**config.mk**
```make
export PLATFORM = sky130hd
export DESIGN_NAME = bsa_store_agu
export DESIGN_NICKNAME = d
export VERILOG_FILES = /design/src/rtl/bsa_pkg.sv /design/src/rtl/bsa_offset_shift.sv /design/src/rtl/bsa_addsub.sv /design/src/rtl/bsa_mode_decode.sv /design/src/rtl/bsa_store_agu.sv
export SDC_FILE = /design/constraint.sdc
export NUM_CORES = 1
export LEC_CHECK = 0
export ABC_AREA = 0
export BUFFER_PORTS_ARGS = -buffer_cell sky130_fd_sc_hd__buf_4
export CAP_MARGIN = 40
export CORE_UTILIZATION = 30
export CTS_BUF_LIST = sky130_fd_sc_hd__clkbuf_4 sky130_fd_sc_hd__clkbuf_8 sky130_fd_sc_hd__clkbuf_16
export DETAILED_ROUTE_END_ITERATION = 12
export PLACE_DENSITY_LB_ADDON = 0.12
export SKIP_LAST_GASP = 1
export SLEW_MARGIN = 25
export SYNTH_ARGS = -nofsm -noshare
export SYNTH_HDL_FRONTEND = slang
export SYNTH_SLANG_ARGS = --single-unit
```
**constraint.sdc**
```tcl
create_clock -name clk -period 4.94 [get_ports clk]
set_input_delay 0.494 -clock clk [delete_from_list [all_inputs] [get_ports clk]]
set_output_delay 0.494 -clock clk [all_outputs]
set_load 0.005 [all_outputs]
```
**src/rtl/bsa_pkg.sv**
```systemverilog
package bsa_pkg;

    // Addressing mode, encoded as {index, writeback}
    typedef enum logic [1:0] {
        AM_BAD    = 2'b00,
        AM_POST   = 2'b01,
        AM_OFFSET = 2'b10,
        AM_PRE    = 2'b11
    } amode_e;

    // Output-stage state
    typedef enum logic [1:0] {
        ST_IDLE   = 2'd0,
        ST_COMMIT = 2'd1,
        ST_SQUASH = 2'd2
    } ostate_e;

endpackage

```
**src/rtl/bsa_offset_shift.sv**
```systemverilog
module bsa_offset_shift #(
    parameter int W      = 32,
    parameter int SH_W   = 2
) (
    input  logic [W-1:0]    ofs_in,
    input  logic [SH_W-1:0] amount,
    output logic [W-1:0]    ofs_out
);
    localparam int NSH = 1 << SH_W;

    logic [W-1:0] choice [NSH];

    for (genvar k = 0; k < NSH; k++) begin : g_amt
        assign choice[k] = ofs_in << k;
    end

    assign ofs_out = choice[amount];

endmodule

```
**src/rtl/bsa_addsub.sv**
```systemverilog
module bsa_addsub #(
    parameter int W = 32
) (
    input  logic [W-1:0] a,
    input  logic [W-1:0] b,
    input  logic         add,
    output logic [W-1:0] y
);
    always_comb begin
        if (add) y = a + b;
        else     y = a - b;
    end
endmodule

```
**src/rtl/bsa_mode_decode.sv**
```systemverilog
module bsa_mode_decode
    import bsa_pkg::*;
(
    input  logic   index_sel,
    input  logic   wback_sel,
    output amode_e mode,
    output logic   legal,
    output logic   wants_wb
);
    always_comb begin
        mode     = amode_e'({index_sel, wback_sel});
        legal    = 1'b1;
        wants_wb = 1'b0;
        unique case (mode)
            AM_OFFSET: wants_wb = 1'b0;
            AM_PRE:    wants_wb = 1'b1;
            AM_POST:   wants_wb = 1'b1;
            AM_BAD:    legal    = 1'b0;
            default:   legal    = 1'b0;
        endcase
    end
endmodule

```
**src/rtl/bsa_store_agu.sv**
```systemverilog
module bsa_store_agu
    import bsa_pkg::*;
#(
    parameter int W    = 32,
    parameter int SH_W = 2,
    parameter int BW   = 8
) (
    input  logic            clk,
    input  logic            rst,
    input  logic            in_valid,
    input  logic [W-1:0]    base_val,
    input  logic [W-1:0]    ofs_val,
    input  logic [SH_W-1:0] shamt,
    input  logic            add_sel,
    input  logic            index_sel,
    input  logic            wback_sel,
    input  logic [W-1:0]    src_val,
    input  logic            cond_ok,
    output logic            out_valid,
    output logic            mem_we,
    output logic [W-1:0]    mem_addr,
    output logic [BW-1:0]   mem_byte,
    output logic            wb_we,
    output logic [W-1:0]    wb_val,
    output logic            bad_mode
);
    logic [W-1:0] shifted_ofs;
    logic [W-1:0] cand_addr;
    amode_e       mode;
    logic         legal;
    logic         wants_wb;
    logic         unused_src_hi;

    assign unused_src_hi = ^src_val[W-1:BW];

    bsa_offset_shift #(.W(W), .SH_W(SH_W)) u_shift (
        .ofs_in (ofs_val),
        .amount (shamt),
        .ofs_out(shifted_ofs)
    );

    bsa_addsub #(.W(W)) u_addsub (
        .a  (base_val),
        .b  (shifted_ofs),
        .add(add_sel),
        .y  (cand_addr)
    );

    bsa_mode_decode u_mode (
        .index_sel(index_sel),
        .wback_sel(wback_sel),
        .mode     (mode),
        .legal    (legal),
        .wants_wb (wants_wb)
    );

    ostate_e state, nxt;

    // Transitions: ACCEPT, REJECT, DRAIN
    always_comb begin
        nxt = ST_IDLE;
        unique case (state)
            ST_IDLE, ST_COMMIT, ST_SQUASH: begin
                if (in_valid && legal && cond_ok) nxt = ST_COMMIT;  // ACCEPT
                else if (in_valid)                nxt = ST_SQUASH;  // REJECT
                else                              nxt = ST_IDLE;    // DRAIN
            end
            default: nxt = ST_IDLE;
        endcase
    end

    always_ff @(posedge clk) begin
        if (rst) state <= ST_IDLE;
        else     state <= nxt;
    end

    logic [W-1:0]  addr_q;
    logic [W-1:0]  wbv_q;
    logic [BW-1:0] byte_q;
    logic          wbreq_q;
    logic          bad_q;

    always_ff @(posedge clk) begin
        if (rst) begin
            addr_q  <= '0;
            wbv_q   <= '0;
            byte_q  <= '0;
            wbreq_q <= 1'b0;
            bad_q   <= 1'b0;
        end else if (in_valid) begin
            addr_q  <= (mode == AM_POST || mode == AM_BAD) ? base_val : cand_addr;
            wbv_q   <= cand_addr;
            byte_q  <= src_val[BW-1:0];
            wbreq_q <= wants_wb;
            bad_q   <= (mode == AM_BAD);
        end
    end

    always_comb begin
        out_valid = 1'b0;
        mem_we    = 1'b0;
        wb_we     = 1'b0;
        bad_mode  = 1'b0;
        unique case (state)
            ST_IDLE: ;
            ST_COMMIT: begin
                out_valid = 1'b1;
                mem_we    = 1'b1;
                wb_we     = wbreq_q;
            end
            ST_SQUASH: begin
                out_valid = 1'b1;
                bad_mode  = bad_q;
            end
            default: ;
        endcase
        mem_addr = addr_q;
        wb_val   = wbv_q;
        mem_byte = byte_q;
    end

    a_r8_valid_follows: assert property (@(posedge clk) disable iff (rst)
        in_valid |=> out_valid);
    a_r8_idle_quiet: assert property (@(posedge clk) disable iff (rst)
        !in_valid |=> (!out_valid && !mem_we && !wb_we && !bad_mode));
    a_r6_cond_blocks: assert property (@(posedge clk) disable iff (rst)
        (in_valid && !cond_ok) |=> (!mem_we && !wb_we));
    a_r7_illegal_flag: assert property (@(posedge clk) disable iff (rst)
        (in_valid && !index_sel && !wback_sel) |=> (bad_mode && !mem_we && !wb_we));
    a_r3_post_addr: assert property (@(posedge clk) disable iff (rst)
        (in_valid && !index_sel) |=> (mem_addr == $past(base_val)));
    a_r5_byte_lane: assert property (@(posedge clk) disable iff (rst)
        in_valid |=> (mem_byte == $past(src_val[BW-1:0])));
    a_r4_offset_no_wb: assert property (@(posedge clk) disable iff (rst)
        (in_valid && index_sel && !wback_sel) |=> !wb_we);

endmodule

```
Yosys cells after proc, flatten, opt, wreduce, memory -nomap -nowiden:

Index checks and enable logic that the tools add are counted.

* bitwise operators: 2
* reductions and logical operators: 10
* mux-type cells: 13
* order comparisons: 1
* add/sub/neg operators: 2
* equal/unequal tests: 4

Operators with widths (number)
* two-way mux 32 bit: 4
* binary-select mux 32 bit (select 2 bit): 1
* adder 32 bit: 1
* subtractor 32 bit: 1
* two-way mux 1 bit: 7
* OR reduction 2 bit: 3
* OR reduction 3 bit: 2
* equality test 2 x 1 -> 1 bit, second input constant: 2
* equality test 2 bit, second input constant: 2
* logical NOT 2 bit: 2
* greater-or-equal comparator 3 bit, second input constant: 1
* inverter 2 -> 3 bit: 1
* logical AND 1 bit: 2
* two-way mux 2 bit: 1
* logical OR 1 bit: 1
* inverter 1 bit: 1

* word-level logic and storage cells: 39
* output and inout bits: 76
* register bits: 76

Depth between registers and ports, before layout:

Gate-level depths: netlist (run 1).

* depth after elaboration: 7
* gate-level depth with buffers: 20
* mapped depth without buffers: 17

By module:

Synthesis (run 1) repeated with hierarchy kept, for this count alone.

* cells, all modules: 721
* area, all modules: 6283.5 um^2

Modules (own cells, without submodules)
* bsa_store_agu: cells each 293, area an instance 3055.4 um^2, sequential area each 1521.5 um^2, times used 1
* bsa_addsub: cells each 353, area an instance 2498.6 um^2, sequential area each 0.0 um^2, times used 1
* bsa_offset_shift: cells each 71, area an instance 704.4 um^2, sequential area each 0.0 um^2, times used 1
* bsa_mode_decode: cells each 4, area an instance 25.0 um^2, sequential area each 0.0 um^2, times used 1

Worst setup path before layout (run 1):

Ideal clock, no wire load.

* path kind: input -> register
* from: input shamt[1]
* to: register wbv_q[31], in the netlist wb_val[31]
* data required time: 4865 ps
* slack: 631 ps
* cell stages on the path: 19
* library setup time: 75 ps
* arrival: 4234 ps
* cell sequence: buf_6 > mux2_1 > mux2i_1 > nand3_1 > and4bb_1 > buf_2 > and4_1 > buf_2 > a31oi_1 > xnor2_1 > ha_1 > clkbuf_1 > nand2_1 > o21ai_0 > nor4_1 > o41a_1 > o31ai_2 > xnor3_1 > o22ai_2

* cells in the longest elaborated chain, start to end: 6
* elaborated cells on any way between the ends: 7
* those cells by class: 2 x add/sub; 4 x mux; 1 x bitwise

Ends and longest elaborated chain
* from (decl): line bsa_store_agu.sv:13 `input logic [SH_W-1:0] shamt,`
* inverter 2 -> 3 bit (implied by the code) *: line bsa_offset_shift.sv:17 `assign ofs_out = choice[amount];`
* binary-select mux 32 bit (select 2 bit) *: line bsa_offset_shift.sv:17
* two-way mux 32 bit (implied by the code) * (2 in a row): line bsa_offset_shift.sv:17
* subtractor 32 bit or adder 32 bit (tied branches): line bsa_addsub.sv:11, bsa_addsub.sv:10
* two-way mux 32 bit *: line bsa_addsub.sv:10 `if (add) y = a + b;`
* to (signal assigned): line bsa_store_agu.sv:92 `wbv_q <= cand_addr;`
* to (decl): line bsa_store_agu.sv:78 `logic [W-1:0] wbv_q;`

Every way passes the cells marked *; elsewhere a longest branch is shown, timed or not. The select of a mux whose other input is x is not followed.
A chain may end at the register's enable or synchronous reset.

Worst setup path after layout (run 1):

Same ends and word-level chain as after synthesis.

==> results of run 1 <==
## power by group through the flow
stage               Combinational [mW]  Sequential [mW]  Clock (mW)
floorplan                        0.706            0.753           0
global placement                  1.12            0.753           0
finish                            1.12            0.740       0.653
detailed placement                1.12            0.754           0
global route                      1.24            0.750       0.699
CTS                               1.12            0.741       0.674
## path summary, 6_finish.rpt
path / depth (start not counted) / from / endpoint
hold / removal: 3 / src_val[0] / mem_byte[0]$_SDFFE_PP0P_
setup / recovery: 16 / shamt[1] / wb_val[31]$_SDFFE_PP0P_
hold reg to reg: 2 / mem_addr[23]$_SDFFE_PP0P_ / mem_addr[23]$_SDFFE_PP0P_
setup reg to reg: 4 / state[0]$_SDFF_PP0_ / state[1]$_SDFF_PP0_
## sequential cells by signal (all words and copies together) (netlist names)
| register | count |
|---|---|
| mem_addr | 32 |
| wbreq_q | 1 |
| state | 2 |
| mem_byte | 8 |
| bad_q | 1 |
| wb_val | 32 |
## area by class of cell
class / instances / area (um^2) / share of cell area, %
sequential: 76 / 1520 / 18.7
timing repair buffer: 183 / 1410 / 17.3
clock buffer: 9 / 225 / 2.77
inverter: 20 / 75.1 / 0.924
tap: 270 / 338 / 4.16
clock inverter: 7 / 65.1 / 0.801
multi-input combinational: 630 / 4490 / 55.3
## layout by cell type, fill, tap and decap left out, types with 3 or more instances in the layout
cell type,synthesis,layout
sky130_fd_sc_hd__nand4_1,6,6
sky130_fd_sc_hd__buf_4,1,181
sky130_fd_sc_hd__dfxtp_1,76,76
sky130_fd_sc_hd__nand2b_1,12,12
sky130_fd_sc_hd__nand3b_1,5,5
sky130_fd_sc_hd__o21bai_1,3,3
sky130_fd_sc_hd__mux2i_1,83,83
sky130_fd_sc_hd__a211oi_1,32,32
sky130_fd_sc_hd__nor3_1,12,12
sky130_fd_sc_hd__a31oi_1,8,8
sky130_fd_sc_hd__nor3b_1,5,5
sky130_fd_sc_hd__mux2_2,10,10
sky130_fd_sc_hd__nor4_1,5,5
sky130_fd_sc_hd__inv_6,0,3
sky130_fd_sc_hd__o21ai_1,3,3
sky130_fd_sc_hd__ha_1,40,40
sky130_fd_sc_hd__and2_1,9,9
sky130_fd_sc_hd__o21a_1,4,4
sky130_fd_sc_hd__nand3_1,10,10
sky130_fd_sc_hd__nor2_1,106,106
sky130_fd_sc_hd__nand2_1,42,42
sky130_fd_sc_hd__o22ai_1,6,6
sky130_fd_sc_hd__a221oi_1,3,3
sky130_fd_sc_hd__a21o_1,12,12
sky130_fd_sc_hd__inv_1,19,19
sky130_fd_sc_hd__or3_1,4,4
sky130_fd_sc_hd__o21ai_0,32,32
sky130_fd_sc_hd__a311oi_1,3,3
sky130_fd_sc_hd__o31ai_2,4,4
sky130_fd_sc_hd__xor2_1,18,18
sky130_fd_sc_hd__mux2_1,4,4
sky130_fd_sc_hd__xnor2_1,41,41
sky130_fd_sc_hd__clkbuf_16,0,9
sky130_fd_sc_hd__a21oi_1,63,63
sky130_fd_sc_hd__nor2b_1,5,5
## stage by stage
stage	area [um^2]	setup slack, ps	utilization, %	power [mW]
CTS	8120	568	39.8	2.54
finish	8120	531	39.8	2.51
global placement	7800	226	38.2	1.87
detailed placement	7830	240	38.3	1.87
floorplan	6320	631	-	1.46
global route	8120	124	39.8	2.69
## metal layers
metal	vias to the layer above	routed length, um	GRT usage (%)	share of wire, %
met5	-	0	0	0
met4	0	73	3.71	0.39
met3	5	1010	2.86	5.4
met2	134	7990	25.4	42
met1	2686	9850	26.2	52
li1	3086	-	-	-
## worst reg2reg max path: stages, from the launching register on
cell	delay [ps]
sky130_fd_sc_hd__dfxtp_1	330
sky130_fd_sc_hd__ha_1	200
sky130_fd_sc_hd__nor2_1	130
sky130_fd_sc_hd__nand2_1	70
sky130_fd_sc_hd__nor2_1	110
## cells by family (layout without fill, tap and decap cells)
| family | Yosys count | count (layout) |
|---|---|---|
| AND/OR/NAND/NOR | 234 | 234 |
| XOR/XNOR | 60 | 60 |
| flip-flops | 76 | 76 |
| adder cells (fa/ha/maj) | 41 | 41 |
| AO/OA/AOI/OAI | 196 | 196 |
| buffers and inverters | 71 | 219 |
| multiplexers | 99 | 99 |
==> summary.txt, run 1 <==
CLOCKING
----------------------------------------------------------------------------------------------------
Clock tree from TritonCTS .............................................................         done
Number of gates given a new drive strength after cts ..................................            0
CTS Root Buffer Type .................................................................. sky130_fd_sc_hd__clkbuf_16
Clk Latency, worst-skew pair ..........................................................       350 ps
Setup fix buffers added after clock tree synthesis ....................................            0
Clock-pin slew reported for the worst setup and hold paths after clock tree synthesis .        70 ps
H-tree levels .........................................................................            3
Clk sink count ........................................................................           76
TritonCTS buffer count ................................................................            9
Clock buffer depth ....................................................................            2
Number of hold-repair buffers added at the cts stage ..................................            0

SETUP PATH
----------------------------------------------------------------------------------------------------
Element type at the critical path end .................................................         flop
Cell type of the slowest stage on the worst timing path ............................... sky130_fd_sc_hd__xnor3_1
Critical path fanouts, max ............................................................           23
Required time reported for the critical path endpoint .................................      5210 ps
Critical path arrival .................................................................      4680 ps
Crit-path leading delay family ........................................................ compound AO/OA/AOI/OAI gates
Category of the critical setup timing path ............................................       in2reg
Bufs and invs on worst path ...........................................................            2
Flop2flop setup slack .................................................................      4050 ps
Worst path max stage delay ............................................................       490 ps
Critical path cell sequence ........................................................... buf_4 > buf_12 > mux2_1 > o32ai_1 > and4bb_1 > and4_1 > a31oi_1 > xnor2_1 > ha_1 > nand2_1 > o21ai_0 > nor4_1 > o41a_1 > o31ai_2 > xnor3_1 > o22ai_2
Startpoint kind of the worst setup timing path ........................................    input pin

DRT
----------------------------------------------------------------------------------------------------
DR vias/cell ..........................................................................         4.95
Iter 0 DRT Violations .................................................................          313
Count of TritonRoute iterations in the first routing pass .............................            4
Number of vias after detailed routing .................................................         5911
Remaining design rule violation count .................................................            0
Residual antenna-violating net count after detailed routing ...........................            0
Detailed Route WL .....................................................................     18900 um
Post-DR wirelength/cell ...............................................................      15.8 um

FINISH
----------------------------------------------------------------------------------------------------
Post-route non-filler standard cell count .............................................         1195
Number of nets in the layout ..........................................................         1066
Ratio of cells with drive above 1 in the final layout .................................        24.5%
Final-layout fill cell count ..........................................................         2177
Number of antenna diodes ..............................................................            0
Post-synthesis to final-layout area growth ............................................        28.5%

LOGIC SYNTHESIS
----------------------------------------------------------------------------------------------------
Most frequently used cell type in the post-synthesis netlist .......................... sky130_fd_sc_hd__nor2_1
Ys flop type .......................................................................... sky130_fd_sc_hd__dfxtp_1
Share of the synthesized area in the top cell type ....................................        24.1%
Mux cell area share after synthesis ...................................................        16.3%
Count of flip-flops with a built-in enable after synthesis ............................            0
Library cell occupying the most area in the post-synthesis netlist .................... sky130_fd_sc_hd__dfxtp_1
Post-synth net total ..................................................................          923
Top post-synthesis cells by count ..................................................... sky130_fd_sc_hd__nor2_1, sky130_fd_sc_hd__mux2i_1, sky130_fd_sc_hd__dfxtp_1
Area contributors post-synth .......................................................... sky130_fd_sc_hd__dfxtp_1, sky130_fd_sc_hd__mux2i_1, sky130_fd_sc_hd__ha_1
Cell area after synthesis .............................................................    6320 um^2
Compound-Gate Fraction of Synth Area ..................................................        20.4%
Post-synthesis share of cell area spent on xor and xnor gates .........................        8.53%
Largest family of logic cells by synthesized area ..................................... compound AO/OA/AOI/OAI gates
Number of cells produced by synthesis .................................................          777
Asr flop ratio synth ..................................................................           0%
Adder-cell share of the synthesized area ..............................................        8.23%
Yosys reg bits ........................................................................           76
Post-synthesis share of cell area spent on and, or, nand and nor gates ................        17.5%
Number of distinct standard cells referenced by the synthesized netlist ...............           72
Per-instance average area after synthesis .............................................    8.14 um^2
Total of warnings raised by yosys .....................................................            0
Register area share after synthesis ...................................................        24.1%

STA
----------------------------------------------------------------------------------------------------
Hold violation count in the final report ..............................................            0
Setup repair after global routing missed its margin ...................................           no
Portion of the clock cycle consumed by the worst path in the final layout .............        89.2%
Achievable Freq .......................................................................      227 MHz
Number of setup violations in the final report ........................................            0
Slew Viols, Final .....................................................................            0
Post-Route Skew .......................................................................      1.96 ps
Summed negative setup slack over all endpoints ........................................         0 ps
Worst hold margin .....................................................................       378 ps
Final critical-path required period ...................................................      4410 ps
Tightest slew margin relative to the limit ............................................        47.2%
Slew @ Worst Pin ......................................................................       793 ps

PLACEMENT
----------------------------------------------------------------------------------------------------
Final GP Congestion ...................................................................        0.825
Placed wire-length estimate after detailed placement ..................................     15100 um
Number of port buffers ................................................................          156
Total instance count after detailed placement .........................................         1179

GLOBAL ROUTING
----------------------------------------------------------------------------------------------------
Antenna violations before repair ......................................................            0
Global routing usage summed across all routing layers .................................        17.4%
GR Overflow Total .....................................................................            0
Number of global-route vias before repair .............................................         5486
First-pass GRT wire length ............................................................     29900 um
Maximum number of pins on one net before global-route repair ..........................           68

PWR
----------------------------------------------------------------------------------------------------
Clock Power Share .....................................................................        26.0%
Register share of total power .........................................................        29.5%
Peak ir drop on the vdd network .......................................................   0.000150 V
Leak ..................................................................................      3.67 nW
Switching power share of the total ....................................................        37.4%
Combinational share of power ..........................................................        44.5%
Internal Power ........................................................................      1.57 mW
P_sw ..................................................................................     0.939 mW
Power density over the cells ..........................................................  309 nW/um^2

OUTCOME
----------------------------------------------------------------------------------------------------
Run status ............................................................................ finished clean

FLOORPLANNING
----------------------------------------------------------------------------------------------------
Vert. Die Dim .........................................................................       147 um
Chip width ............................................................................       147 um
Overall die area ......................................................................   21700 um^2
Floorplan row count ...................................................................           52
Initial standard-cell utilization of the core .........................................        30.9%
I/O pins ..............................................................................          181
Area of the core ......................................................................   20400 um^2

HOLD PATH
----------------------------------------------------------------------------------------------------
Worst Hold Class ......................................................................       in2reg

FLOW RUN
----------------------------------------------------------------------------------------------------
# Max-Cap Violations ..................................................................            0

No activity file was read; power rests on OpenSTA's default activity.
==> run 2: changes to the inputs <==
==> constraint.sdc (replaced) <==
create_clock -name clk -period 4.94 [get_ports clk]
set_input_delay 0 -clock clk [delete_from_list [all_inputs] [get_ports clk]]
set_output_delay 0 -clock clk [all_outputs]
set_load 0.005 [all_outputs]
==> summary.txt, run 2 (same netlist as run 1, synthesis figures left out) <==
OUTCOME
----------------------------------------------------------------------------------------------------
Run status ............................................................................ finished clean

SETUP PATH
----------------------------------------------------------------------------------------------------
Startpoint kind of the worst setup timing path ........................................    input pin
Required time reported for the critical path endpoint .................................      5210 ps
Element type at the critical path end .................................................         flop
Crit path from ........................................................................     shamt[1]
Cell type of the slowest stage on the worst timing path ............................... sky130_fd_sc_hd__and4bb_1
Critical path fanouts, max ............................................................           38
Reg2reg path depth ....................................................................            2
Reg-to-reg startpoint ................................................................. wb_val[25]$_SDFFE_PP0P_
Critical path cell sequence ........................................................... buf_4 > mux2_1 > mux2i_1 > nand3_1 > and4bb_1 > nor2_1 > xnor2_1 > ha_1 > nand4_1 > nor3_1 > a221oi_1 > a31oi_1 > o21ai_2 > o31ai_2 > xnor3_1 > o22ai_2
Stages on the worst setup path ........................................................           16
Critical path arrival .................................................................      4480 ps
Flop2flop setup slack .................................................................      4050 ps
Bufs and invs on worst path ...........................................................            1
Category of the critical setup timing path ............................................       in2reg
CP endpoint ........................................................................... wb_val[31]$_SDFFE_PP0P_
Worst r2r dst ......................................................................... wb_val[25]$_SDFFE_PP0P_
Worst path max stage delay ............................................................       490 ps
Crit-path leading delay family ........................................................ simple AND/OR/NAND/NOR gates

GLOBAL ROUTING
----------------------------------------------------------------------------------------------------
GR Overflow Total .....................................................................            0
First-pass GRT wire length ............................................................     30000 um
Maximum number of pins on one net before global-route repair ..........................           65
Global routing usage summed across all routing layers .................................        17.5%
Antenna violations before repair ......................................................            0
Number of global-route vias before repair .............................................         5541

CLOCKING
----------------------------------------------------------------------------------------------------
Clock tree from TritonCTS .............................................................         done
Setup fix buffers added after clock tree synthesis ....................................            0
H-tree levels .........................................................................            3
Clock-pin slew reported for the worst setup and hold paths after clock tree synthesis .        60 ps
Clk sink count ........................................................................           76
TritonCTS buffer count ................................................................            9
CTS Root Buffer Type .................................................................. sky130_fd_sc_hd__clkbuf_16
Clk Latency, worst-skew pair ..........................................................       340 ps
Clock buffer depth ....................................................................            2

STA
----------------------------------------------------------------------------------------------------
Number of setup violations in the final report ........................................            0
Portion of the clock cycle consumed by the worst path in the final layout .............        85.1%
Hold violation count in the final report ..............................................            0
Achievable Freq .......................................................................      238 MHz
Slew @ Worst Pin ......................................................................       701 ps
Summed negative setup slack over all endpoints ........................................         0 ps
Slew Viols, Final .....................................................................            0
Worst hold margin .....................................................................      13.4 ps
Post-Route Skew .......................................................................     0.764 ps
Setup repair after global routing missed its margin ...................................           no
Final critical-path required period ...................................................      4210 ps
Tightest slew margin relative to the limit ............................................        53.3%

DRT
----------------------------------------------------------------------------------------------------
Iter 0 DRT Violations .................................................................          262
Detailed Route WL .....................................................................     19100 um
Number of vias after detailed routing .................................................         5901
DR vias/cell ..........................................................................         4.98
Residual antenna-violating net count after detailed routing ...........................            0
Post-DR wirelength/cell ...............................................................      16.1 um
Count of TritonRoute iterations in the first routing pass .............................            4
Remaining design rule violation count .................................................            0

FINISH
----------------------------------------------------------------------------------------------------
Final Util ............................................................................        39.6%
Number of antenna diodes ..............................................................            0
Most frequent cells in the layout ..................................................... sky130_fd_sc_hd__buf_4, sky130_fd_sc_hd__nor2_1, sky130_fd_sc_hd__mux2i_1
Post-synthesis to final-layout area growth ............................................        28.0%
Most frequent standard cell in the layout excluding fill and tap cells ................ sky130_fd_sc_hd__buf_4
Ratio of cells with drive above 1 in the final layout .................................        22.2%
Number of nets in the layout ..........................................................         1057
Post-route non-filler standard cell count .............................................         1186

HOLD PATH
----------------------------------------------------------------------------------------------------
Worst Hold Class ......................................................................       in2reg

FLOORPLANNING
----------------------------------------------------------------------------------------------------
Floorplan row count ...................................................................           52
Vert. Die Dim .........................................................................       147 um
Overall die area ......................................................................   21700 um^2
Chip width ............................................................................       147 um
I/O pins ..............................................................................          181
Area of the core ......................................................................   20400 um^2
Initial standard-cell utilization of the core .........................................        30.9%

PLACEMENT
----------------------------------------------------------------------------------------------------
Final GP Congestion ...................................................................        0.883
Number of port buffers ................................................................          156
Total instance count after detailed placement .........................................         1155
Placed wire-length estimate after detailed placement ..................................     14800 um

PWR
----------------------------------------------------------------------------------------------------
Sum of internal, switching and leakage power ..........................................      2.52 mW
Power density over the cells ..........................................................  311 nW/um^2
Peak ir drop on the vdd network .......................................................   0.000153 V
Leak ..................................................................................      3.61 nW

FLOW RUN
----------------------------------------------------------------------------------------------------
# Max-Cap Violations ..................................................................            0

==> run 2: final cells by class <==
| cell class | instances | area, um^2 |
|---|---|---|
| repair buffers | 174 | 1360 |
| well taps | 270 | 338 |
| fillers | 2113 | 12300 |
| clock buffers | 10 | 233 |
| multi-input cells | 630 | 4490 |
| inverters | 20 | 75.1 |
| flip-flops and latches | 76 | 1520 |
| clock inverters | 6 | 71.3 |
==> run 2: metal layers <==
layer	vias to the layer above	global-route usage, %	part of all wire [%]	wire length (um)
li1	3062	-	-	-
met1	2694	26.2	53	10200
met2	133	26.0	42	7980
met3	12	2.42	3.8	725
met4	0	4.54	1.0	198
met5	-	0	0	0
==> run 2: stage by stage <==
stage | cell area, um^2 | setup WS (ps)
4_1_cts | 8090 | 784
6_report | 8090 | 734
3_5_place_dp | 7640 | 451
3_3_place_gp | 7610 | 433
5_1_grt | 8090 | 391
2_1_floorplan | 6320 | 1120
==> run 2: repair_timing <==
action,in CTS,in global routing
hold endpoints to repair,16,0
gates resized for setup,0,0
hold buffers,15,0
==> run 2: worst min-delay path by stage <==
stage	start	endpoint	slack [ps]	cells past startpoint
floorplan	wback_sel	wbreq_q$_SDFFE_PP0P_	150	2
global placement	src_val[3]	mem_byte[3]$_SDFFE_PP0P_	240	3
detailed placement	src_val[4]	mem_byte[4]$_SDFFE_PP0P_	240	3
CTS	base_val[7]	mem_addr[7]$_SDFFE_PP0P_	0.7	3
global route	base_val[5]	mem_addr[5]$_SDFFE_PP0P_	20	3
finish	base_val[7]	mem_addr[7]$_SDFFE_PP0P_	10	3
==> run 2: power breakdown <==
group	total (mW)	switching, mW	internal (mW)
Combinational	1.09	0.590	0.501
Clock	0.685	0.284	0.402
Sequential	0.740	0.0456	0.695
Total	2.52	0.920	1.60
==> run 2: worst reg2reg max path, delay by kind of cell (launching register included) <==
family / cells / cell delay [ps]
AND/OR/NAND/NOR: 2 / 460
flip-flops: 1 / 330
